[config.mk]
export PLATFORM = sky130hd
export DESIGN_NAME = adc_rd_seq
export DESIGN_NICKNAME = d
export VERILOG_FILES = /design/src/rtl/adc_rd_seq.sv
export SDC_FILE = /design/constraint.sdc
export NUM_CORES = 1
export LEC_CHECK = 0
export BUFFER_PORTS_ARGS = -buffer_cell sky130_fd_sc_hd__buf_2
export CORE_MARGIN = 4
export CORE_UTILIZATION = 54
export CTS_CLUSTER_DIAMETER = 200
export DETAILED_ROUTE_END_ITERATION = 7
export PLACE_DENSITY = 0.89
export SYNTH_ARGS = -nofsm -noshare
export SYNTH_HDL_FRONTEND = slang
export SYNTH_SLANG_ARGS = --single-unit
[constraint.sdc]
create_clock -name clk -period 2.9 [get_ports clk]
set_input_delay 0.145 -clock clk [delete_from_list [all_inputs] [get_ports clk]]
set_output_delay 0.145 -clock clk [all_outputs]
set_load 0.05 [all_outputs]
[src/rtl/adc_rd_seq.sv]
module adc_rd_seq #(
  parameter int CLK_NS        = 10,
  parameter int T_SU_NS       = 50,
  parameter int T_CE_NS       = 50,
  parameter int T_STS_NS      = 200,
  parameter int T_ACC_NS      = 150,
  parameter int T_FLT_NS      = 100,
  parameter int T_CONV_MAX_NS = 30000
) (
  input  logic        clk,
  input  logic        rst_n,
  input  logic        start_i,
  input  logic        short_conv_i,
  input  logic        byte_rd_i,
  input  logic        busy_i,
  input  logic [11:0] db_i,
  output logic        ce_o,
  output logic        cs_n_o,
  output logic        rc_o,
  output logic        ao_o,
  output logic        wide_o,
  output logic [11:0] result_o,
  output logic        valid_o,
  output logic        err_o,
  output logic        busy_o
);
  function automatic int cyc(int ns);
    return (ns <= CLK_NS) ? 1 : (ns + CLK_NS - 1) / CLK_NS;
  endfunction

  function automatic int mx(int a, int b);
    return (a > b) ? a : b;
  endfunction

  localparam int N_SU  = cyc(T_SU_NS);
  localparam int N_CE  = cyc(T_CE_NS);
  localparam int N_STS = cyc(T_STS_NS);
  localparam int N_ACC = cyc(T_ACC_NS);
  localparam int N_FLT = cyc(T_FLT_NS);
  localparam int N_TMO = cyc(T_CONV_MAX_NS);
  localparam int N_MAX = mx(mx(mx(N_SU, N_CE), mx(N_STS, N_ACC)), mx(N_FLT, N_TMO));
  localparam int CW    = $clog2(N_MAX + 1);

  typedef enum logic [3:0] {
    S_IDLE, S_SU_CV, S_CE_CV, S_STS_RISE, S_STS_FALL,
    S_SU_RD, S_CE_RD, S_FLT, S_DONE
  } st_t;

  st_t         st;
  logic [CW-1:0] cnt;
  logic        short_q, byte_q, hi_q;
  logic [11:0] res_q;
  logic        err_q;
  logic        last;

  assign last = (cnt == '0);

  always_ff @(posedge clk or negedge rst_n) begin
    if (!rst_n) begin
      st      <= S_IDLE;
      cnt     <= '0;
      short_q <= 1'b0;
      byte_q  <= 1'b0;
      hi_q    <= 1'b0;
      res_q   <= '0;
      err_q   <= 1'b0;
    end else begin
      err_q <= 1'b0;
      if (!last) cnt <= cnt - 1'b1;
      case (st)
        S_IDLE: if (start_i) begin
          short_q <= short_conv_i;
          byte_q  <= byte_rd_i;
          hi_q    <= 1'b0;
          cnt     <= CW'(N_SU - 1);
          st      <= S_SU_CV;
        end
        S_SU_CV: if (last) begin
          cnt <= CW'(N_CE - 1);
          st  <= S_CE_CV;
        end
        S_CE_CV: if (last) begin
          cnt <= CW'(N_STS - 1);
          st  <= S_STS_RISE;
        end
        S_STS_RISE: if (last) begin
          cnt <= CW'(N_TMO - 1);
          st  <= S_STS_FALL;
        end
        S_STS_FALL: if (!busy_i) begin
          cnt <= CW'(N_SU - 1);
          st  <= S_SU_RD;
        end else if (last) begin
          err_q <= 1'b1;
          st    <= S_IDLE;
        end
        S_SU_RD: if (last) begin
          cnt <= CW'(N_ACC - 1);
          st  <= S_CE_RD;
        end
        S_CE_RD: if (last) begin
          if (!byte_q)    res_q       <= db_i;
          else if (!hi_q) res_q[11:4] <= db_i[11:4];
          else            res_q[3:0]  <= db_i[11:8];
          cnt <= CW'(N_FLT - 1);
          st  <= S_FLT;
        end
        S_FLT: if (last) begin
          if (byte_q && !hi_q) begin
            hi_q <= 1'b1;
            cnt  <= CW'(N_SU - 1);
            st   <= S_SU_RD;
          end else begin
            st <= S_DONE;
          end
        end
        S_DONE:  st <= S_IDLE;
        default: st <= S_IDLE;
      endcase
    end
  end

  logic in_cv, in_rd;
  assign in_cv    = (st == S_SU_CV) || (st == S_CE_CV);
  assign in_rd    = (st == S_SU_RD) || (st == S_CE_RD);
  assign ce_o     = (st == S_CE_CV) || (st == S_CE_RD);
  assign cs_n_o   = !(in_cv || in_rd);
  assign rc_o     = in_rd;
  assign ao_o     = in_cv ? short_q : (in_rd && byte_q && hi_q);
  assign wide_o   = !byte_q;
  assign result_o = res_q;
  assign valid_o  = (st == S_DONE);
  assign err_o    = err_q;
  assign busy_o   = (st != S_IDLE);
endmodule


==> impl_metrics.yaml, run 1 <==
cts:
  htree_num_levels: 2
  numClockSinks: 32
  root_buffer: "clkbuf_4"
  cts_setup_buffers: 0
  clockBufferDepth: 2
  clk_pin_slew_ns: 0.10
  postCtsResizedCells: 0
  clk_latency_ns: 0.34
  cts_buffers: 5
  cts_tree: "yes"
finish:
  layout_common_cells: "37 x buf_2, 32 x dfrtp_1, 23 x nor2_1, 14 x a21oi_1, 13 x nand2_1"
  nNetsFinal: 254
  num_antenna_cells: 0
  drive_gt1_frac: 0.278
  fillers: 258
  mostFrequentLayoutCell: "buf_2"
  syn_to_final_growth_pct: 17.6
job:
  drv_cap: 0
routing:
  wire_per_inst_um: 15.0
  postRouteWirelength_um: 4170
  vias: 1629
  viasPerCell: 5.86
  first_pass_iters: 5
  drc_errors: 0
  antenna_left: 0
  drt-initial-drc-count: 233
global_routing:
  gr-total-overflow: 0
  antenna_found_initial: 0
  grt_pass1_vias: 1574
  grt_pass1_wl_um: 7220
  grt_max_degree: 33
  grt_usage: 0.214
floorplan:
  die_height_um: 65.9
  io_pins: 38
  core_um2: 3130
  floorplan.rows: 20
  die_area_um2: 4350
  die_x_um: 65.9
  start_util: 0.580
synth:
  ys_seq_area_frac: 0.442
  ys_ff_latch: 32
  syn_area_um2: 1810
  ys.flop_type: "dfrtp_1"
  synth.area.mux_share: 0.0897
  synthAdderAreaFrac: 0.0207
  yosysWarnings: 0
  synth_compound_area_frac: 0.179
  synthCells: 193
  yosysTopAreaCell: "dfrtp_1"
  synth_top_cell_area_share: 0.442
  synth_xor_area_frac: 0.00483
  synth_top_family_by_area: "simple AND/OR/NAND/NOR gates"
  syn_avg_cell_area_um2: 9.39
  synth_area_leaders: "dfrtp_1 44%, mux2_2 6.2%, nor2_1 4.8%, a21oi_1 3.9%, nand2b_1 3.1%"
  synth_simple_gate_area_frac: 0.231
  synth_nets: 214
  async_flop_share: 1.00
  synth_edf_count: 0
  synth_cell_type_count: 41
sta:
  setup_tns_ns: 0
  setup_ws_ns: 0.306
  rsz0062_at_grt: "false"
  fin_skew_ns: 0.00588
  slew_headroom: 0.536
  worst_pin_slew_ns: 0.696
  finalHoldViolations: 0
  slew_viol_final: 0
  period_share: 0.895
  max_freq_ghz: 0.385
  period_needed_ns: 2.59
  setup_viol: 0
placement:
  hpwl_um: 3080
  pre_cts_slack_ns: 0.328
  numPortBuffers: 37
  globalplace.congestion: 0.937
setup_path:
  required_ns: 3.13
  reg2regPathDepth: 7
  path_class: "register to register"
  timing.rr.end: "result_o[10]"
  arrival_ns: 2.82
  crit_path_max_fanout: 16
  start_kind: "register"
  timing.rr.start: "cnt[0]"
  rrSetupSlack_ns: 0.31
  endpoint_kind: "register"
pwr:
  irDropWorstVdd_mv: 0.663
  power_density_nw_per_um2: 1200
  leakagePower_nw: 0.999
status:
  status: "completed"
worst_hold_path:
  holdPathStages: 2
  hold_path.class: "primary input to register"
  worstHoldStart: "byte_rd_i"
  hold_end: "byte_q"
synthesized netlist by cell type, types with 3 or more instances:
cell type  number
mux2i_1         5
clkbuf_1        8
nor2b_1         3
dfrtp_1        32
a31oi_1         4
mux2_2         10
nand2b_1        9
a21oi_1        14
nor2_1         23
o21ai_0         6
and3_1          3
o22ai_1         3
nor3_1         10
nand3_1         6
ha_1            3
a211oi_1        6
nand2_1        13
inv_1           7
cells by family (layout without fill, tap and decap cells):
| kind of cell | Yosys count | in the layout |
|---|---|---|
| simple gates | 80 | 80 |
| compound gates | 46 | 46 |
| flops | 32 | 32 |
| buf+inv | 16 | 57 |
| mux | 15 | 15 |
| fa+ha+maj | 3 | 3 |
| xor+xnor | 1 | 1 |
worst max path at each step:
stage / depth (start not counted) / end / start / slack, ns
6_report: 7 / result_o[10] / cnt[0] / 0.31
5_1_grt: 7 / result_o[10] / cnt[0] / 0.11
4_1_cts: 7 / result_o[10] / cnt[0] / 0.32
3_5_place_dp: 7 / result_o[10] / cnt[0] / 0.33
3_3_place_gp: 7 / result_o[7] / cnt[0] / 0.44
2_1_floorplan: 3 / valid_o / st[2] / 0.53
flip-flops by register name, summed over array words and instances, names as in the netlist:
name      flops
cnt          12
result_o     12
err_o         1
hi_q          1
st            4
short_q       1
byte_q        1
per-stage QoR:
| step | instances | util | instance area, µm² | hold WS (ns) | power [mW] |
|---|---|---|---|---|---|
| 3_3_place_gp | 269 | 0.654 | 2050 | 0.228 | 2.18 |
| 3_5_place_dp | 269 | 0.654 | 2050 | 0.235 | 2.21 |
| 6_report | 278 | 0.682 | 2130 | 0.0317 | 2.55 |
| 4_1_cts | 278 | 0.682 | 2130 | 0.0262 | 2.55 |
| 2_1_floorplan | 193 | - | 1810 | -0.151 | 1.89 |
| 5_1_grt | 278 | 0.682 | 2130 | 0.0232 | 2.74 |
critical path, stage by stage, from the launching register on:
cell and delay [ns]:
dfrtp_1 0.41, inv_1 0.11, ha_1 0.20, nor4b_2 0.27, and3_2 0.39, inv_2 0.20, a2111oi_4 0.50, mux2_2 0.41
area by class of cell:
| type | count | area [µm²] | area share |
|---|---|---|---|
| Multi-Input combinational cell | 145 | 952 | 0.447 |
| Sequential cell | 32 | 801 | 0.376 |
| Timing Repair Buffer | 41 | 218 | 0.102 |
| Tap cell | 44 | 55.1 | 0.0258 |
| Clock buffer | 6 | 41.3 | 0.0194 |
| Clock inverter | 2 | 35.0 | 0.0164 |
| Inverter | 8 | 30.0 | 0.0141 |
routing by layer:
layer | track usage | share of wire | wire, µm | vias up
met1 | 0.289 | 0.44 | 1840 | 756
li1 | - | - | - | 785
met3 | 0.0510 | 0.076 | 315 | 7
met2 | 0.337 | 0.47 | 1970 | 81
met4 | 0.0761 | 0.011 | 46 | 0
met5 | 0 | 0 | 0 | -
timing repair:
| item | CTS | global route |
|---|---|---|
| endpoints found under the setup margin | 0 | 0 |
| hold buffers | 1 | 0 |
| endpoints found under the hold margin | 32 | 0 |
report_power, final:
| group | internal [mW] | switching [mW] |
|---|---|---|
| clock | 0.181 | 0.149 |
| combinational | 0.500 | 0.897 |
| sequential | 0.609 | 0.215 |
No activity file was read; power rests on OpenSTA's default activity.
==> inputs of run 2 (changes only) <==
- CTS_CLUSTER_SIZE: unset -> 10
- clock period: 2.9 -> 2.6 ns (I/O delays scaled with it)
==> run 2 against run 1 <==
Against the previous run:
- combinational power up 14%
- clock power up 14%
- total power up 13%
- global-route usage up 1.3 points
- final area up 2.0%
- sequential cell count unchanged
- critical path type unchanged
- largest cell class unchanged
==> impl_metrics.yaml, run 2 (same netlist as run 1, synthesis figures left out) <==
status:
  status: "completed"
pwr:
  power_density_nw_per_um2: 1330
  leakagePower_nw: 1.02
  irDropWorstVdd_mv: 0.677
  power_mw: 2.89
finish:
  fin_area_um2: 2170
  syn_to_final_growth_pct: 19.9
  num_antenna_cells: 0
  drive_gt1_frac: 0.285
  mostFrequentLayoutCell: "buf_2"
  nNetsFinal: 259
  layout_common_cells: "37 x buf_2, 32 x dfrtp_1, 23 x nor2_1, 14 x a21oi_1, 13 x nand2_1"
placement:
  pre_cts_slack_ns: 0.267
  hpwl_um: 3150
  dpl_cell_area_um2: 2070
  numPortBuffers: 37
  globalplace.congestion: 0.862
floorplan:
  io_pins: 38
  die_height_um: 65.9
  die_x_um: 65.9
  floorplan.rows: 20
  start_util: 0.580
  die_area_um2: 4350
  core_um2: 3130
sta:
  slew_headroom: 0.537
  setup_tns_ns: 0
  period_share: 0.924
  period_needed_ns: 2.40
  worst_pin_slew_ns: 0.695
  setup_ws_ns: 0.199
  slew_viol_final: 0
  rsz0062_at_grt: "false"
  max_freq_ghz: 0.416
  finalHoldViolations: 0
  setup_viol: 0
  fin_skew_ns: 0.0144
setup_path:
  critical_path.top_delay_family: "simple AND/OR/NAND/NOR gates"
  crit_slowest_cell: "dfrtp_1"
  arrival_ns: 2.62
  crit_chain: "inv_1 > ha_1 > nor4b_2 > and3_2 > inv_2 > ha_1 > inv_1 > nor2_1 > a21oi_1 > o22ai_1 > or3_1"
  reg2regPathDepth: 11
  endpoint_kind: "register"
  timing.rr.start: "cnt[0]"
  path_class: "register to register"
  start_kind: "register"
  cpPeakStageDelay_ns: 0.42
  crit_path_max_fanout: 16
  timing.rr.end: "cnt[0]"
  cp_num_buf_inv: 3
  required_ns: 2.82
  rrSetupSlack_ns: 0.20
global_routing:
  grt_pass1_vias: 1617
  antenna_found_initial: 0
  grt_pass1_wl_um: 7510
  grt_usage: 0.227
  gr-total-overflow: 0
  grt_max_degree: 33
routing:
  vias: 1657
  drt-initial-drc-count: 268
  drc_errors: 0
  first_pass_iters: 4
  antenna_left: 0
  wire_per_inst_um: 15.1
  postRouteWirelength_um: 4270
  viasPerCell: 5.86
cts:
  cts_tree: "yes"
  numClockSinks: 32
  cts_buffers: 5
  clk_pin_slew_ns: 0.09
  clockBufferDepth: 2
  htree_num_levels: 2
  clk_latency_ns: 0.34
  root_buffer: "clkbuf_4"
  postCtsResizedCells: 0
worst_hold_path:
  worstHoldStart: "start_i"
  holdPathStages: 2
  hold_path.class: "primary input to register"
  hold_end: "hi_q"
job:
  drv_cap: 0
==> run 2: cell types whose count changed in the layout (fill, tap and decap cells not counted) <==
cell	previous run	this run
dlygate4sd3_1	1	3
buf_4	3	6
==> run 2: final cells by class <==
class                   instances  area, µm²
well taps                      44       55.1
clock buffers                   6       41.3
clock inverters                 2       35.0
fillers                       241        953
repair buffers                 46        260
multi-input cells             145        952
flip-flops and latches         32        801
inverters                       8       30.0
==> run 2: per-layer routing <==
| layer | share of wire | global-route usage | wire length, µm | up-vias |
|---|---|---|---|---|
| met5 | 0 | 0 | 0 | - |
| met4 | 0.019 | 0.122 | 81 | 0 |
| met2 | 0.47 | 0.344 | 2000 | 72 |
| li1 | - | - | - | 794 |
| met3 | 0.068 | 0.0476 | 289 | 10 |
| met1 | 0.45 | 0.304 | 1910 | 781 |
==> run 2: what timing repair did <==
action | 4_1_cts | 5_1_grt
buffers inserted | 0 | 0
hold endpoints to repair | 33 | 1
hold buffers | 2 | 1
==> run 2: worst max path at each step <==
stage	start	depth (start not counted)	slack, ns	endpoint
after global routing	cnt[0]	11	0.05	cnt[0]
final	cnt[0]	11	0.20	cnt[0]
after CTS	cnt[0]	11	0.25	cnt[0]
after floorplan	st[2]	3	0.25	valid_o
after detailed placement	cnt[0]	11	0.27	cnt[0]
after global placement	cnt[0]	11	0.41	cnt[0]
==> run 2: stage by stage <==
stage / util / hold slack (ns) / cells
finish: 0.695 / 0.0217 / 283
global route: 0.695 / 0.0222 / 283
CTS: 0.692 / 0.00758 / 282
detailed placement: 0.661 / 0.219 / 272
global placement: 0.661 / 0.222 / 272
floorplan: - / -0.166 / 193
==> run 2: worst register-to-register path, cell delays in order, from the launching register on <==
cell     delay [ns]
dfrtp_1        0.42
inv_1          0.11
ha_1           0.22
nor4b_2        0.28
and3_2         0.25
inv_2          0.14
ha_1           0.23
inv_1          0.05
nor2_1         0.04
a21oi_1        0.14
o22ai_1        0.09
or3_1          0.31
==> run 2: power breakdown <==
part | internal (mW) | switching [mW]
clock | 0.201 | 0.173
sequential | 0.680 | 0.233
combinational | 0.576 | 1.02
==> inputs of run 3 (changes only) <==
--- a/config.mk
+++ b/config.mk
@@ -7,5 +7,6 @@
 export LEC_CHECK = 0
+export ABC_AREA = 1
 export BUFFER_PORTS_ARGS = -buffer_cell sky130_fd_sc_hd__buf_2
 export CORE_MARGIN = 4
-export CORE_UTILIZATION = 54
+export CORE_UTILIZATION = 55
 export CTS_CLUSTER_DIAMETER = 200
@@ -13,3 +14,3 @@
 export DETAILED_ROUTE_END_ITERATION = 7
-export PLACE_DENSITY = 0.89
+export PLACE_DENSITY = 0.79
 export SYNTH_ARGS = -nofsm -noshare
--- a/constraint.sdc
+++ b/constraint.sdc
@@ -3,2 +3,2 @@
 set_output_delay 0.13 -clock clk [all_outputs]
-set_load 0.05 [all_outputs]
+set_load 0.005 [all_outputs]
==> run 3 against run 2 <==
Against the previous run:
- the flow now finishes with violations (hold timing)
- hold slack got worse by 0.024 ns
- combinational power is 98% lower
- sequential share of layout area down 2.3 points
- non-clock buffer count shrank 4
- maximum frequency increased by 22%
- register-to-register slack better by 0.43 ns
- final cell count grew 28%
- largest power group is now registers
==> impl_metrics.yaml, run 3 <==
sta:
  setup_tns_ns: 0
  slew_viol_final: 0
  finalHoldViolations: 2
  worst_pin_slew_ns: 0.710
  holdWs_ns: -0.00266
  slew_headroom: 0.527
  max_freq_ghz: 0.508
  period_needed_ns: 1.97
  fin_skew_ns: 0.00781
  rsz0062_at_grt: "false"
  period_share: 0.758
  setup_viol: 0
synth:
  ys_seq_area_frac: 0.403
  synth.most_common_cell: "nand2_1"
  yosysWarnings: 0
  async_flop_share: 1.00
  synth_area_leaders: "dfrtp_1 40%, nand2_1 12%, nor2_1 7.7%, o21ai_0 7.0%, inv_1 5.7%"
  synth_top_cells_by_count: "66 x nand2_1, 41 x nor2_1, 32 x dfrtp_1, 30 x inv_1, 28 x o21ai_0"
  synth_cell_type_count: 34
  yosysTopAreaCell: "dfrtp_1"
  synth_nets: 290
  synth_top_cell_area_share: 0.403
  ys.flop_type: "dfrtp_1"
  ys_ff_latch: 32
  synthCells: 269
  synth_edf_count: 0
  syn_area_um2: 1990
  syn_avg_cell_area_um2: 7.40
cts:
  clk_latency_ns: 0.34
  clockBufferDepth: 2
  clk_pin_slew_ns: 0.10
  cts_buffers: 5
  cts_setup_buffers: 0
  numClockSinks: 32
  htree_num_levels: 2
  root_buffer: "clkbuf_4"
  cts_tree: "yes"
finish:
  mostFrequentLayoutCell: "nand2_1"
  fillers: 319
  final_cells: 361
  syn_to_final_growth_pct: 16.5
  drive_gt1_frac: 0.206
  fin_area_um2: 2320
  layout_common_cells: "66 x nand2_1, 41 x nor2_1, 37 x buf_2, 32 x dfrtp_1, 30 x inv_1"
  nNetsFinal: 335
  multi_input_area_um2: 1020
  final_core_util: 0.679
  regArea_um2: 801
  num_antenna_cells: 0
floorplan:
  die_height_um: 68.1
  floorplan.rows: 21
  io_pins: 38
  die_x_um: 68.1
  die_area_um2: 4640
  start_util: 0.582
  core_um2: 3420
pwr:
  power.switching_mw: 0.192
  intPower_mw: 0.713
  p_sw_frac: 0.212
  clockPowerShare: 0.417
  irDropWorstVdd_mv: 0.345
  power_density_nw_per_um2: 390
  leakagePower_nw: 1.10
  combPwrFrac: 0.034
  seqPwrFrac: 0.549
setup_path:
  cpPeakStageDelay_ns: 0.39
  arrival_ns: 2.25
  start_kind: "register"
  crit_path_max_fanout: 24
  required_ns: 2.88
  crit_slowest_cell: "dfrtp_1"
  endpoint_kind: "register"
  path_class: "register to register"
  crit_chain: "inv_1 > ha_1 > nand2_2 > nor2_4 > nand2_4 > inv_2 > nand2_2 > nor2_4 > nand2_1 > nand2_1"
placement:
  dpl_cell_area_um2: 2190
  numPortBuffers: 37
  hpwl_um: 3580
  dp_cells: 348
  globalplace.congestion: 0.869
status:
  status: "finished, violations left"
  violations: "hold timing"
routing:
  met3WireLength_um: 240
  top_layer: "met4"
  wl_met2_um: 2250
  viasPerCell: 5.24
  drt-initial-drc-count: 155
  drc_errors: 0
  first_pass_iters: 4
  postRouteWirelength_um: 4720
  vias: 1892
  wl_met1_um: 2090
  wire_per_inst_um: 13.1
  antenna_left: 0
global_routing:
  grt_pass1_wl_um: 8400
  grt_usage: 0.244
  gr-total-overflow: 0
  grt_pass1_vias: 1862
  antenna_found_initial: 0
  grt_max_degree: 33
job:
  drv_cap: 0
worst_hold_path:
  hold_path.class: "primary input to register"
run 3: cell count changes in the layout (fill, tap and decap cells not counted), moves of 7 or more:
cell	delta
o21ai_0	+22
nand2b_1	-9
inv_1	+23
mux2_2	-9
nor2_1	+18
a21oi_1	-7
nand2_1	+53
run 3: power groups by stage:
stage          Combinational, mW  Clock [mW]  Sequential, mW
3_3_place_gp              0.0259           0           0.507
2_1_floorplan            0.00161           0           0.507
3_5_place_dp              0.0259           0           0.507
5_1_grt                   0.0355       0.405           0.497
4_1_cts                   0.0316       0.380           0.497
6_report                  0.0308       0.377           0.497
run 3: worst paths after layout:
| path | cells after the start | slack, ns | to | startpoint |
|---|---|---|---|---|
| min in group asynchronous | 2 | 0.36 | result_o[1] | rst_n |
| worst min-delay path | 3 | -0.003 | result_o[7] | db_i[7] |
| worst max register to register | 10 | 0.63 | result_o[7] | cnt[0] |
| max in group asynchronous | 2 | 1.78 | cnt[3] | rst_n |
| worst min register to register | 2 | 0.51 | result_o[4] | result_o[4] |
| worst max-delay path | 10 | 0.63 | result_o[7] | cnt[0] |
run 3: cell type report:
type                       count  share of cell area
clock inverter                 2              0.0151
inverter                      33              0.0545
tap                           46              0.0248
sequential                    32               0.345
clock buffer                   6              0.0178
timing repair buffer          42               0.101
multi-input combinational    200               0.441
run 3: kinds of logic after synthesis:
logic type | share of synthesized area
AND/OR/NAND/NOR | 0.328
AO/OA/AOI/OAI | 0.140
buffers and inverters | 0.0836
flip-flops | 0.403
XOR/XNOR | 0.0220
adder cells (fa/ha/maj) | 0.0189
multiplexers | 0.00566
run 3: repair_timing:
action                                 in CTS  in global routing
endpoints found under the hold margin      36                  0
resized for setup                           0                  0
hold buffers                                5                  0
run 3: routing by layer:
layer	track usage	vias up
li1	-	962
met1	0.315	855
met2	0.377	56
met3	0.0624	19
met4	0.124	0
met5	0	-
run 3: through the flow:
step	setup WS (ns)	hold WS, ns	power (mW)
floorplan	0.945	-0.166	0.509
global placement	0.722	0.221	0.533
detailed placement	0.669	0.221	0.533
CTS	0.630	0.000324	0.908
global route	0.418	0.000576	0.938
finish	0.630	-0.00266	0.905
run 3: worst max-delay path: cells and delay by family, from the launching register on:
family	cells	cell delay, ns
buffers and inverters	2	0.33
and+or+nand+nor	7	0.97
adders and majority gates	1	0.22
DFF	1	0.39
